**src/rtl/swdiv_pkg.sv**
```systemverilog
package swdiv_pkg;
    localparam int unsigned SWDIV_A_W  = 5;
    localparam int unsigned SWDIV_B_W  = 13;
    localparam int unsigned SWDIV_P_LO = 8;
    localparam int unsigned SWDIV_P_HI = 32;

    typedef enum logic {
        MOD_BASE    = 1'b0,
        MOD_SWALLOW = 1'b1
    } mod_e;
endpackage

```
**src/rtl/swdiv_prescaler.sv**
```systemverilog
module swdiv_prescaler
    import swdiv_pkg::*;
#(
    parameter int unsigned P_LO = SWDIV_P_LO,
    parameter int unsigned P_HI = SWDIV_P_HI
) (
    input  logic clk,
    input  logic load_i,
    input  logic en_i,
    input  logic wide_i,
    input  logic swallow_i,
    output logic done_o
);
    localparam int unsigned CW = $clog2(P_HI + 1);
    localparam logic [CW-1:0] TOP_LO = CW'(P_LO);
    localparam logic [CW-1:0] TOP_HI = CW'(P_HI);

    typedef struct packed {
        logic [CW-1:0] cnt;
    } pre_st_t;

    pre_st_t st_d, st_q;
    mod_e          mode;
    logic [CW-1:0] base;
    logic [CW-1:0] reload;

    always_comb begin
        mode   = swallow_i ? MOD_SWALLOW : MOD_BASE;
        base   = wide_i ? TOP_HI : TOP_LO;
        reload = (mode == MOD_SWALLOW) ? base : base - CW'(1);
        st_d   = st_q;
        if (load_i) begin
            st_d.cnt = reload;
        end else if (en_i) begin
            st_d.cnt = (st_q.cnt == '0) ? reload : st_q.cnt - CW'(1);
        end
    end

    always_ff @(posedge clk) begin
        st_q <= st_d;
    end

    assign done_o = en_i && (st_q.cnt == '0);
endmodule

```
**src/rtl/swdiv_counters.sv**
```systemverilog
module swdiv_counters
    import swdiv_pkg::*;
#(
    parameter int unsigned A_W = SWDIV_A_W,
    parameter int unsigned B_W = SWDIV_B_W
) (
    input  logic           clk,
    input  logic           load_i,
    input  logic [A_W-1:0] a_ld_i,
    input  logic [B_W-1:0] b_ld_i,
    input  logic           step_i,
    output logic [A_W-1:0] a_o,
    output logic [B_W-1:0] b_o,
    output logic           last_o,
    output logic           swallow_nx_o
);
    typedef struct packed {
        logic [A_W-1:0] a;
        logic [B_W-1:0] b;
    } ctr_st_t;

    ctr_st_t st_d, st_q;

    always_comb begin
        st_d = st_q;
        if (load_i) begin
            st_d.a = a_ld_i;
            st_d.b = b_ld_i;
        end else if (step_i && (st_q.b != '0)) begin
            st_d.b = st_q.b - B_W'(1);
            st_d.a = (st_q.a != '0) ? st_q.a - A_W'(1) : '0;
        end
        swallow_nx_o = (st_d.a != '0);
    end

    always_ff @(posedge clk) begin
        st_q <= st_d;
    end

    assign a_o    = st_q.a;
    assign b_o    = st_q.b;
    assign last_o = step_i && (st_q.b == B_W'(1));
endmodule

```
**src/rtl/swallow_div.sv**
```systemverilog
module swallow_div
    import swdiv_pkg::*;
#(
    parameter int unsigned A_W  = SWDIV_A_W,
    parameter int unsigned B_W  = SWDIV_B_W,
    parameter int unsigned P_LO = SWDIV_P_LO,
    parameter int unsigned P_HI = SWDIV_P_HI
) (
    input  logic           clk,
    input  logic           rst,
    input  logic           en_i,
    input  logic           psel_i,
    input  logic [A_W-1:0] a_i,
    input  logic [B_W-1:0] b_i,
    output logic           pulse_o,
    output logic           mc_o,
    output logic           err_o
);
    typedef struct packed {
        logic [A_W-1:0] a;
        logic [B_W-1:0] b;
        logic           wide;
        logic           pulse;
    } top_st_t;

    top_st_t        st_d, st_q;
    logic [A_W-1:0] ctr_a;
    logic [B_W-1:0] ctr_b;
    logic           ctr_last;
    logic           ctr_load;
    logic           pre_done;
    logic           swallow_nx;
    logic           cfg_ok;
    logic           idle;

    always_comb begin
        cfg_ok   = (B_W'(a_i) <= b_i);
        idle     = (ctr_b == '0);
        ctr_load = rst || ctr_last || (idle && cfg_ok && (b_i != '0));
        st_d       = st_q;
        st_d.pulse = ctr_last && !rst;
        if (ctr_load && cfg_ok) begin
            st_d.a    = a_i;
            st_d.b    = b_i;
            st_d.wide = psel_i;
        end else if (rst) begin
            st_d.a    = '0;
            st_d.b    = '0;
            st_d.wide = 1'b0;
        end
    end

    always_ff @(posedge clk) begin
        st_q <= st_d;
    end

    swdiv_prescaler #(
        .P_LO(P_LO),
        .P_HI(P_HI)
    ) u_pre (
        .clk      (clk),
        .load_i   (ctr_load),
        .en_i     (en_i),
        .wide_i   (st_d.wide),
        .swallow_i(swallow_nx),
        .done_o   (pre_done)
    );

    swdiv_counters #(
        .A_W(A_W),
        .B_W(B_W)
    ) u_ctr (
        .clk         (clk),
        .load_i      (ctr_load),
        .a_ld_i      (st_d.a),
        .b_ld_i      (st_d.b),
        .step_i      (pre_done),
        .a_o         (ctr_a),
        .b_o         (ctr_b),
        .last_o      (ctr_last),
        .swallow_nx_o(swallow_nx)
    );

    assign pulse_o = st_q.pulse;
    assign mc_o    = (ctr_a != '0);
    assign err_o   = !cfg_ok;
endmodule

```
**config.mk**
```make
export PLATFORM = sky130hd
export DESIGN_NAME = swallow_div
export DESIGN_NICKNAME = d
export VERILOG_FILES = /design/src/rtl/swdiv_pkg.sv /design/src/rtl/swdiv_prescaler.sv /design/src/rtl/swdiv_counters.sv /design/src/rtl/swallow_div.sv
export SDC_FILE = /design/constraint.sdc
export NUM_CORES = 1
export LEC_CHECK = 0
export ABC_AREA = 1
export CORE_MARGIN = 1.5
export CORE_UTILIZATION = 49
export CTS_CLUSTER_DIAMETER = 150
export DETAILED_ROUTE_END_ITERATION = 12
export DONT_BUFFER_PORTS = 1
export SLEW_MARGIN = 20
export SYNTH_ARGS = -nofsm -noshare
export SYNTH_HDL_FRONTEND = slang
export SYNTH_SLANG_ARGS = --single-unit
```
**constraint.sdc**
```tcl
create_clock -name clk -period 3.4 [get_ports clk]
set_clock_uncertainty 0.15 [all_clocks]
set_input_delay 0.68 -clock clk [delete_from_list [all_inputs] [get_ports clk]]
set_output_delay 0.68 -clock clk [all_outputs]
set_load 0.01 [all_outputs]
```
# After elaboration in Yosys (flattened, before gate mapping)
# Cells that the tools add are included.
totals:
  register_bits: 44
  inputBits: 22
classes:
  n_addsub: 4
  magnitude_cmp: 1
  n_eq_ne: 1
  muxes: 11
  n_reduce_logical: 19
op_table:
  columns: ["operator", "count"]
  rows:
  - ["$mux 19", 2]
  - ["$mux 18", 2]
  - ["$mux 6", 5]
  - ["$reduce_bool 13->1", 2]
  - ["$eq 13x1->1 const B", 1]
  - ["$le 5x13->1", 1]
  - ["$logic_not 13->1", 1]
  - ["$sub 13x1->13 const B", 1]
  - ["$sub 6x1->6 const B", 2]
  - ["$reduce_bool 5->1", 2]
  - ["$logic_and 1x1->1", 7]
  - ["$logic_not 6->1", 1]
  - ["$mux 5", 1]
  - ["$sub 5x1->5 const B", 1]
  - ["$reduce_bool 2->1", 2]
  - ["$logic_not 1->1", 2]
  - ["$logic_or 1x1->1", 2]
  - ["$mux 1", 1]

# Longest topological paths before layout
logic_depth:
  ltp_word: 14
  mapped_depth: 21

# Modules after synthesis
# A second synthesis with hierarchy kept.
unflattened:
  hier_cells: 395
  hier_area_um2: 2850.2
modules_own_cells:
  columns: ["module", "n_inst", "cells_each", "area_per_inst_um2", "seq_area_each_um2"]
  rows:
  - ["swdiv_counters", 1, 144, 1203.7, 490.5]
  - ["swallow_div", 1, 193, 1173.6, 400.4]
  - ["swdiv_prescaler", 1, 58, 473.0, 180.2]

# Least setup slack after synthesis
# OpenSTA, ideal clock, no wires.
synth_path:
  path_kind: "input-to-reg"
  startpoint: "input b_i[4]"
  endpoint: "register u_pre.st_q[5] in the netlist's numbering, data pin"
  setup_time_ns: 0.260
  arrival_time_ns: 2.589
  required_ns: 2.990
  path_slack_ns: 0.401
  stages: 19
  n_path_buf: 2
  cell_sequence: "inv_1 -> ha_1 -> nand2_1 -> inv_1 -> nand2_1 -> nor2_1 -> nor2_1 -> nand2_2 -> nand2_2 -> nand2_4 -> buf_12 -> buf_8 -> nand3_2 -> nand2_2 -> nand2_2 -> nor2_4 -> nand2_1 -> ha_1 -> mux2_2"
synth_rtl:
  columns: ["element", "line_no", "rtl"]
  rows:
  - ["from (decl)", "swallow_div.sv:14", "input logic [B_W-1:0] b_i,"]
  - ["to (signal assigned)", "swdiv_prescaler.sv:40", "st_q <= st_d;"]
  - ["to (decl)", "swdiv_prescaler.sv:22", "pre_st_t st_d, st_q;"]

==> impl_metrics.tcl <==
set metrics [dict create \
    arrival_ns 2.76 \
    finalNetCount 347 \
    clkTransAtPathRegs_ns 0.08 \
    dp_hpwl_um 3877 \
    core_area_um2 4817 \
    num_vias 1901 \
    fin_crit_sh 0.8419 \
    pre_cts_slack_ns 0.2190 \
    synth.avg_cell_area_um2 8.092 \
    clk_latency_ns 0.29 \
    path_common_cell "nand2_2" \
    ioPinCount 25 \
    drcViolationCount 0 \
    drtAntennaViolNets 0 \
    rsz0062_at_grt "false" \
    die_w_um 74.55 \
    hold_path.startpoint "rst" \
    holdPathStages 1 \
    grt_pass1_wl_um 8404 \
    tns_ns 0 \
    path_depth 14 \
    cts_setup_buffers 0 \
    grt_pass1_vias 1794 \
    placedCellCount 373 \
    maxSlewViolCount 0 \
    drtPass1Iterations 4 \
    slowest_delay_ns 0.44 \
    max_slew_margin 0.6172 \
    synth_seq_area_share 0.4269 \
    end_kind "flop" \
    ir_drop_mv 0.2531 \
    via_per_inst 4.990 \
    drive_gt1_frac 0.1306 \
    globalplace.congestion 0.8448 \
    cp_slowest_cell "edfxtp_1" \
    antenna_found_initial 0 \
    io_buffers 0 \
    setup_ws_ns 0.5375 \
    syn-num-nets 344 \
    die_area_um2 5558 \
    tightest_slew_ns 0.5727 \
    yosys_register_bits 44 \
    worstRegToRegCells 14 \
    grt.total_usage 0.2015 \
    synthesis.area_um2 2509 \
    grt_start_max_net_pins 27 \
    maxCapViolations 0 \
    ctsHoldBuffers 0 \
    hold_class "primary input to flop" \
    required_ns 3.30 \
    fin_util 0.5483 \
    fmax_mhz 349.3 \
    area_growth_pct 5.287 \
    cts_tree "done" \
    avgRoutedWirePerCell_um 13.03 \
    die_y_um 74.55 \
    cts.sinks 44 \
    cts-resized-gates 0 \
    fillers 509 \
    placed_area_um2 2551 \
    stdcell_count 381 \
    power_mw 1.229 \
    htree_levels 2 \
    startpoint "u_ctr.b_o[0]" \
    crit_buf_inv 2 \
    stdcell_area_um2 2641 \
    p_per_area_nw_per_um2 465.1 \
    regToRegStartpoint "u_ctr.b_o[0]" \
    antenna_cells 0 \
    fp-row-count 25 \
    cp_top_family "simple AND/OR/NAND/NOR gates" \
    clock_tree.buffer_depth 2 \
    drtIter0Drc 105 \
    yosysWarnings 0 \
    root_buffer "clkbuf_8" \
    critPathMaxFanout 17 \
    min_period_ns 2.863 \
    initial_core_util 0.5208 \
    start_kind "flop" \
    fin_hold_ws_ns 0.3102 \
    worstSetupPathType "flop to flop" \
    setup_violations 0 \
    hold_viol_final 0 \
    critical_path.cell_chain "inv_1 -> ha_1 -> nand2_2 -> nor2_4 -> nand2_2 -> nor2_4 -> nand2_2 -> nand2_4 -> buf_4 -> o21ai_2 -> nor2_2 -> nand2_1 -> ha_1 -> mux2_2" \
    synth.distinct_cells 37 \
    cts_buffers 5 \
    grt_overflow 0 \
    leakagePower_nw 1.173 \
    status "completed" \
    syn_inst 310 \
    drt_wl_total_um 4963 \
]
## worst register-to-register path, stage by stage, from the launching register on
cell and delay [ns]:
edfxtp_1 0.44, inv_1 0.11, ha_1 0.20, nand2_2 0.11, nor2_4 0.14, nand2_2 0.10
nor2_4 0.14, nand2_2 0.07, nand2_4 0.15, buf_4 0.27, o21ai_2 0.10, nor2_2 0.12
nand2_1 0.09, ha_1 0.18, mux2_2 0.26
## sequential cells by signal, summed over array words and instances, names as in the netlist
name        count
u_pre.st_q      6
u_ctr.a_o       5
pulse_o         1
u_ctr.b_o      13
st_q           19
## power breakdown
group | internal, mW | switching [mW] | total, mW
Combinational | 0.0908 | 0.147 | 0.237
Sequential | 0.621 | 0.0360 | 0.657
Clock | 0.166 | 0.169 | 0.335
Total | 0.877 | 0.351 | 1.23
## logic make-up (layout without fill, tap and decap cells)
family	count (synthesis)	after routing	share of synthesized area
AO/OA/AOI/OAI	42	42	0.09277
flip-flops	44	44	0.4269
multiplexers	1	1	0.004488
AND/OR/NAND/NOR	150	150	0.2838
buffers and inverters	48	52	0.08678
adder cells (fa/ha/maj)	12	12	0.05985
XOR/XNOR	13	13	0.04539
## layout make-up
type	count	area [um^2]	share of cell area
Multi-Input combinational cell	218	1220	0.4619
Sequential cell	44	1071	0.4055
Inverter	41	153.9	0.05827
Clock buffer	8	90.09	0.03411
Tap cell	67	83.83	0.03174
Timing Repair Buffer	3	22.52	0.008527
## routing by layer
| layer | global-route usage | up-vias | part of all wire |
|---|---|---|---|
| met5 | 0 | - | 0 |
| met4 | 0.05455 | 0 | 0.0099 |
| met3 | 0.05420 | 5 | 0.043 |
| met2 | 0.2946 | 33 | 0.43 |
| met1 | 0.2937 | 849 | 0.52 |
| li1 | - | 1014 | - |
## synthesized netlist by cell type, drive strengths merged
master  instances  area [um^2]
or2             1        6.260
o211ai          2        15.01
edfxtp         19        570.6
o311ai          1        8.760
mux2            1        11.26
nand2          74        302.8
xor2            8        70.07
a22o            1        8.760
buf             7        63.80
inv            40        150.2
xnor2           5        43.79
o31ai           1        7.510
nor3            4        20.02
clkinv          1        3.750
nand3b          2        18.77
ha             12        150.1
o21ai          33        172.7
dfxtp          25        500.5
nand4           1        6.260
and2            2        12.51
nor2           35        168.9
nor4            1        6.260
a21oi           4        20.02
nand3          30        170.2
## placed cells by master (no fill, tap or decap), types with 5 or more instances in the layout
master     n
clkbuf_8   6
edfxtp_1  19
o21ai_1   16
dfxtp_1   25
nor2_1    28
xor2_1     8
nand2_1   66
ha_1      12
nand3_1   26
o21ai_0   15
inv_1     32
nand2_2    7
inv_2      8
xnor2_1    5
## final timing paths
| path | to | slack, ns |
|---|---|---|
| worst max register to register | u_pre.st_q[5] | 0.54 |
| worst min-delay path | pulse_o | 0.31 |
| worst min register to register | st_q[14] | 0.35 |
| worst max-delay path | u_pre.st_q[5] | 0.54 |
Note: power is estimated with default switching activity, not from simulation.
